`config.mk`:
```
export PLATFORM = sky130hd
export DESIGN_NAME = scl_clk_gen
export DESIGN_NICKNAME = d
export VERILOG_FILES = /design/src/rtl/scl_gen_pkg.sv /design/src/rtl/scl_sync.sv /design/src/rtl/scl_div_split.sv /design/src/rtl/scl_phase_fsm.sv /design/src/rtl/scl_clk_gen.sv
export SDC_FILE = /design/constraint.sdc
export NUM_CORES = 1
export LEC_CHECK = 0
export BUFFER_PORTS_ARGS = -buffer_cell sky130_fd_sc_hd__buf_2
export CAP_MARGIN = 20
export CORE_ASPECT_RATIO = 1.25
export CORE_MARGIN = 2
export CORE_UTILIZATION = 40
export CTS_CLUSTER_SIZE = 24
export DETAILED_ROUTE_END_ITERATION = 8
export PLACE_DENSITY = 0.63
export SLEW_MARGIN = 40
export SYNTH_ARGS = -nofsm -noshare
export SYNTH_HDL_FRONTEND = slang
export SYNTH_HIERARCHICAL = 1
export SYNTH_SLANG_ARGS = --single-unit
```
`constraint.sdc`:
```
create_clock -name clk_i -period 2.28 [get_ports clk_i]
set_input_delay 0.456 -clock clk_i [delete_from_list [all_inputs] [get_ports clk_i]]
set_output_delay 0.456 -clock clk_i [all_outputs]
set_load 0.01 [all_outputs]
```
`src/rtl/scl_gen_pkg.sv`:
```
package scl_gen_pkg;

    // Width of the divisor and of the phase counter
    localparam int unsigned DIV_W = 16;

    typedef enum logic [1:0] {
        PH_IDLE = 2'd0,
        PH_LOW  = 2'd1,
        PH_WAIT = 2'd2,
        PH_HIGH = 2'd3
    } phase_e;

    typedef struct packed {
        phase_e             phase;
        logic [DIV_W-1:0]   cnt;
        logic               pull;
        logic               rise;
        logic               fall;
    } gen_state_t;

endpackage

```
`src/rtl/scl_sync.sv`:
```
module scl_sync #(
    parameter int unsigned STAGES  = 2,
    parameter logic        RST_VAL = 1'b1
) (
    input  logic clk_i,
    input  logic rst_ni,
    input  logic d_i,
    output logic q_o
);

    logic [STAGES-1:0] chain_d;
    logic [STAGES-1:0] chain_q;

    for (genvar g = 0; g < STAGES; g++) begin : g_stage
        if (g == 0) begin : g_first
            always_comb chain_d[g] = d_i;
        end else begin : g_next
            always_comb chain_d[g] = chain_q[g-1];
        end
    end

    always_ff @(posedge clk_i or negedge rst_ni) begin
        if (!rst_ni) begin
            chain_q <= {STAGES{RST_VAL}};
        end else begin
            chain_q <= chain_d;
        end
    end

    assign q_o = chain_q[STAGES-1];

endmodule

```
`src/rtl/scl_div_split.sv`:
```
module scl_div_split #(
    parameter int unsigned W     = 16,
    parameter int unsigned MIN_S = 4,
    parameter int unsigned MIN_M = 8
) (
    input  logic [W-1:0] div_i,
    input  logic         multi_i,
    output logic [W-1:0] low_len_o,
    output logic [W-1:0] high_len_o
);

    localparam logic [W-1:0] FLOOR_S = W'(MIN_S);
    localparam logic [W-1:0] FLOOR_M = W'(MIN_M);

    logic [W-1:0] floor_v;
    logic [W-1:0] eff_v;

    always_comb begin
        floor_v    = multi_i ? FLOOR_M : FLOOR_S;
        eff_v      = (div_i < floor_v) ? floor_v : div_i;
        // high gets the floor half; any odd remainder lands in low
        high_len_o = eff_v >> 1;
        low_len_o  = eff_v - (eff_v >> 1);
    end

endmodule

```
`src/rtl/scl_phase_fsm.sv`:
```
module scl_phase_fsm
    import scl_gen_pkg::*;
(
    input  logic             clk_i,
    input  logic             rst_ni,
    input  logic             en_i,
    input  logic             bus_hi_i,
    input  logic [DIV_W-1:0] low_len_i,
    input  logic [DIV_W-1:0] high_len_i,
    output logic             pull_o,
    output logic             rise_o,
    output logic             fall_o
);

    localparam logic [DIV_W-1:0] ONE = DIV_W'(1);

    gen_state_t s_d;
    gen_state_t s_q;

    always_comb begin
        s_d      = s_q;
        s_d.rise = 1'b0;
        s_d.fall = 1'b0;
        if (!en_i) begin
            s_d.phase = PH_IDLE;
            s_d.cnt   = '0;
            s_d.pull  = 1'b0;
        end else begin
            unique case (s_q.phase)
                PH_IDLE: begin
                    s_d.phase = PH_LOW;
                    s_d.cnt   = low_len_i - ONE;
                    s_d.pull  = 1'b1;
                    s_d.fall  = 1'b1;
                end
                PH_LOW: begin
                    if (s_q.cnt == '0) begin
                        s_d.phase = PH_WAIT;
                        s_d.pull  = 1'b0;
                    end else begin
                        s_d.cnt = s_q.cnt - ONE;
                    end
                end
                PH_WAIT: begin
                    if (bus_hi_i) begin
                        s_d.phase = PH_HIGH;
                        s_d.cnt   = high_len_i - ONE;
                        s_d.rise  = 1'b1;
                    end
                end
                PH_HIGH: begin
                    if (!bus_hi_i || s_q.cnt == '0) begin
                        s_d.phase = PH_LOW;
                        s_d.cnt   = low_len_i - ONE;
                        s_d.pull  = 1'b1;
                        s_d.fall  = 1'b1;
                    end else begin
                        s_d.cnt = s_q.cnt - ONE;
                    end
                end
                default: begin
                    s_d.phase = PH_IDLE;
                    s_d.cnt   = '0;
                    s_d.pull  = 1'b0;
                end
            endcase
        end
    end

    always_ff @(posedge clk_i or negedge rst_ni) begin
        if (!rst_ni) begin
            s_q <= '0;
        end else begin
            s_q <= s_d;
        end
    end

    assign pull_o = s_q.pull;
    assign rise_o = s_q.rise;
    assign fall_o = s_q.fall;

endmodule

```
`src/rtl/scl_clk_gen.sv`:
```
module scl_clk_gen
    import scl_gen_pkg::*;
#(
    parameter int unsigned SYNC_STAGES = 2,
    parameter int unsigned MIN_DIV_S   = 4,
    parameter int unsigned MIN_DIV_M   = 8
) (
    input  logic             clk_i,
    input  logic             rst_ni,
    input  logic             en_i,
    input  logic             multi_i,
    input  logic [DIV_W-1:0] div_i,
    input  logic             scl_bus_i,
    output logic             scl_pull_o,
    output logic             rise_o,
    output logic             fall_o
);

    logic             bus_hi;
    logic [DIV_W-1:0] low_len;
    logic [DIV_W-1:0] high_len;

    scl_sync #(
        .STAGES  (SYNC_STAGES),
        .RST_VAL (1'b1)
    ) i_sync (
        .clk_i  (clk_i),
        .rst_ni (rst_ni),
        .d_i    (scl_bus_i),
        .q_o    (bus_hi)
    );

    scl_div_split #(
        .W     (DIV_W),
        .MIN_S (MIN_DIV_S),
        .MIN_M (MIN_DIV_M)
    ) i_split (
        .div_i      (div_i),
        .multi_i    (multi_i),
        .low_len_o  (low_len),
        .high_len_o (high_len)
    );

    scl_phase_fsm i_fsm (
        .clk_i      (clk_i),
        .rst_ni     (rst_ni),
        .en_i       (en_i),
        .bus_hi_i   (bus_hi),
        .low_len_i  (low_len),
        .high_len_i (high_len),
        .pull_o     (scl_pull_o),
        .rise_o     (rise_o),
        .fall_o     (fall_o)
    );

endmodule

```
==> flow_metrics.py <==
metrics = {
    "outcome": {
        "status": "finished with violations",
        "failed_checks": "negative setup slack",
    },
    "sta": {
        "setup_viol": 15,
        "relSlewSlack_pct": 49.3,
        "finalCritPeriodShare_pct": 161,
        "fmax_ghz": 0.273,
        "min_period_ns": 3.66,
        "rsz0062_at_grt": "yes",
        "worstMarginPinSlew_ns": 0.755,
        "worst_slack_ns": -1.38,
        "hold_viol": 0,
        "slew_viol_final": 0,
        "skew_ns": 0.00548,
    },
    "placement": {
        "gp_congestion": 0.990,
        "portBuffers": 23,
        "dp_slack_ns": -1.89,
        "dpl.hpwl_um": 7770,
        "place_area_um2": 4160,
        "dp_cells": 585,
    },
    "clock_network": {
        "htreeDepth": 1,
        "clk_latency_ns": 0.27,
        "numCtsBuffers": 3,
        "clockRootBuffer": "clkbuf_8",
        "cts_tree": "yes",
        "cts_max_path_buffers": 2,
        "cts.sinks": 23,
        "clk_pin_slew_ns": 0.09,
        "postCtsHoldBufs": 0,
    },
    "critical_path": {
        "cp_data_arrival_time_ns": 3.82,
        "r2r_setup_slack_ns": 0.04,
        "cp-start-kind": "input pin",
        "crit_fanout": 7,
        "r2r_cells": 7,
        "path_class": "in -> reg",
        "r2r_end": "i_fsm/s_q[14]",
        "reg2reg_from": "i_fsm/s_q[8]",
        "cp-end-kind": "register",
        "critPathRequiredTime_ns": 2.43,
    },
    "synth": {
        "synth_top_flop_cell": "dfrtp_1",
        "syn_avg_cell_area_um2": 7.87,
        "synthesis.area_um2": 3070,
        "synth.distinct_cells": 64,
        "yosysSeqAreaShare_pct": 18.8,
        "synthArstFlopShare_pct": 100,
        "synth-edff-count": 0,
        "syn_nets": 436,
        "netlist_instances": 390,
        "ys_warn_count": 6,
        "ys_seq_elements": 23,
    },
    "power": {
        "p_per_area_nw_per_um2": 781,
        "p_leak_nw": 2.11,
        "max-vdd-ir-drop_mv": 0.500,
    },
    "grt": {
        "grt_usage_pct": 24.8,
        "grt_antenna_before_repair": 0,
        "grt_max_degree": 24,
        "grt_pass1_wl_um": 16300,
        "grt_overflow_total": 0,
        "grt_pass1_vias": 3555,
    },
    "drt": {
        "antenna_left": 0,
        "routedWlPerCell_um": 16.1,
        "vias_per_cell": 5.52,
        "post-route-drc-count": 0,
        "drt-initial-drc-count": 166,
        "via_count": 3333,
        "routed_wl_um": 9740,
        "first_pass_iters": 5,
    },
    "die": {
        "start_util_pct": 41.5,
        "die_area_um2": 8400,
        "die_h_um": 102,
        "io_pins": 24,
        "core_um2": 7400,
        "die_w_um": 82.4,
        "num_rows": 35,
    },
    "finish": {
        "fin_cells": 604,
        "area_growth_syn_to_layout_pct": 51.1,
        "num_antenna_cells": 0,
        "num-nets-final": 559,
        "fin_area_um2": 4640,
        "drive_gt1_share_pct": 44.5,
    },
    "worst_hold_path": {
        "hold_class": "in -> async",
    },
    "run": {
        "drv_cap": 0,
    },
}
[layout by cell type, fill, tap and decap left out, types with 3 or more instances in the layout]
cell      netlist  layout
dfrtp_1        21      21
inv_2           0       4
nor4_4          2       4
inv_4           0       3
nor2_1         19      15
o21ai_1        13      13
a21oi_1        19      16
inv_1          36      28
a21oi_2         1       3
a31oi_1         5       5
buf_6           2      11
clkbuf_8        0       3
o21a_1          4       4
ha_1           24      18
nand2b_1        4       3
o211ai_1        4       4
nand4_1         6       6
buf_2           3      20
a22oi_2         8       8
ha_4            0       6
nand2_1        34      29
nand3_1         6       5
nand2_2         0       4
nor2_2          1       4
xor2_1         26      21
xnor2_1        22      14
nor4_1          8       5
or4_1           4       3
buf_4           1     110
xor2_2          0       4
o21ai_0        11       9
nor3_1         16      12
nor3_2          3       7
a21o_1          5       5
or3_1           6       6
xnor2_2         0       6
a22oi_1        11      11
[cells in the mapped netlist, types with 4 or more instances]
cell | instances | area [µm²]
a21o_1 | 5 | 37.5
a21oi_1 | 19 | 95.1
a22oi_1 | 11 | 82.6
a22oi_2 | 8 | 100
a31oi_1 | 5 | 31.3
clkbuf_1 | 20 | 75.1
dfrtp_1 | 21 | 526
ha_1 | 24 | 300
inv_1 | 36 | 135
nand2_1 | 34 | 128
nand2b_1 | 4 | 25.0
nand3_1 | 6 | 30.0
nand4_1 | 6 | 37.5
nor2_1 | 19 | 71.3
nor3_1 | 16 | 80.1
nor4_1 | 8 | 50.1
o211ai_1 | 4 | 30.0
o21a_1 | 4 | 30.0
o21ai_0 | 11 | 55.1
o21ai_1 | 13 | 65.1
or3_1 | 6 | 37.5
or4_1 | 4 | 30.0
xnor2_1 | 22 | 193
xor2_1 | 26 | 228
[cell families (layout without fill, tap and decap cells)]
kind of cell               count (synthesis)  in the layout  share of synthesized area [%]
and+or+nand+nor                          120            120                           21.6
other                                      1              1                          0.122
adders and majority gates                 25             25                           10.4
DFF                                       23             23                           18.8
xor gates and xnor gates                  48             48                           13.7
muxes                                      2              2                          0.693
AOI/OAI and AO/OA                        109            109                           26.4
buffers and inverters                     62            184                           8.31
[worst max-delay path, stage by stage]
cell and delay (ns):
buf_8 0.10, inv_4 0.05, ha_4 0.11, nor4b_4 0.20
nand4_1 0.14, buf_6 0.16, nand2_2 0.05, o21a_1 0.14
inv_2 0.07, fa_2 0.39, and2b_1 0.23, o2111ai_2 0.18
a211oi_2 0.34, o2111a_1 0.30, a2111oi_4 0.07, nor4_2 0.19
nand2b_1 0.12, nor2_1 0.14, xor2_1 0.08, a22oi_1 0.18
o21ai_1 0.09
[layer usage]
layer	GRT usage [%]	share of wire, %	up-vias
met5	0	0	-
li1	-	-	1641
met1	27.1	38	1573
met3	1.50	3.4	22
met2	48.6	55	97
met4	9.10	3.4	0
[through the flow]
step / total power, mW / TNS (ns) / hold WS, ns / utilization (%)
floorplan: 2.27 / -14.58 / 0.160 / -
global placement: 3.11 / -20.62 / 0.351 / 56.2
detailed placement: 3.14 / -22.61 / 0.350 / 56.2
CTS: 3.54 / -14.30 / 0.173 / 61.2
global route: 3.90 / -17.15 / 0.195 / 62.7
finish: 3.62 / -14.73 / 0.152 / 62.7
[flip-flops by register name (all words and copies together), names as in the netlist]
register,count
i_sync/chain_q,2
i_fsm/rise_o,1
i_fsm/s_q,18
i_fsm/pull_o,1
i_fsm/fall_o,1
[where the power goes]
group          switching, mW  leakage [nW]  total, mW  internal (mW)
clock network          0.137        0.0228      0.262          0.125
registers              0.164         0.299      0.718          0.554
logic                   1.38          1.79       2.64           1.26
total                   1.69          2.11       3.62           1.94
[repair_timing]
item | 4_1_cts | 5_1_grt
endpoints found under the hold margin | 0 | 0
setup buffers | 16 | 5
resized for setup | 42 | 21
setup endpoints to repair | 15 | 15
pin swaps | 37 | 23
[how the worst max path moves through the flow]
| stage | from | endpoint | slack, ns | cells past startpoint |
|---|---|---|---|---|
| after CTS | div_i[14] | i_fsm/s_q[15] | -1.38 | 21 |
| after global routing | div_i[15] | i_fsm/s_q[15] | -1.56 | 21 |
| after global placement | multi_i | i_fsm/s_q[15] | -1.77 | 18 |
| final | div_i[14] | i_fsm/s_q[17] | -1.38 | 21 |
| after detailed placement | multi_i | i_fsm/s_q[15] | -1.89 | 18 |
| after floorplan | multi_i | i_fsm/s_q[15] | -1.50 | 19 |
[cell type report]
cell class,instances,area [µm²]
inverters,36,155
multi-input cells,305,2650
flip-flops and latches,23,578
fillers,617,2760
clock buffers,4,45.0
well taps,92,115
repair buffers,144,1100
(Power assumes the default switching activity.)
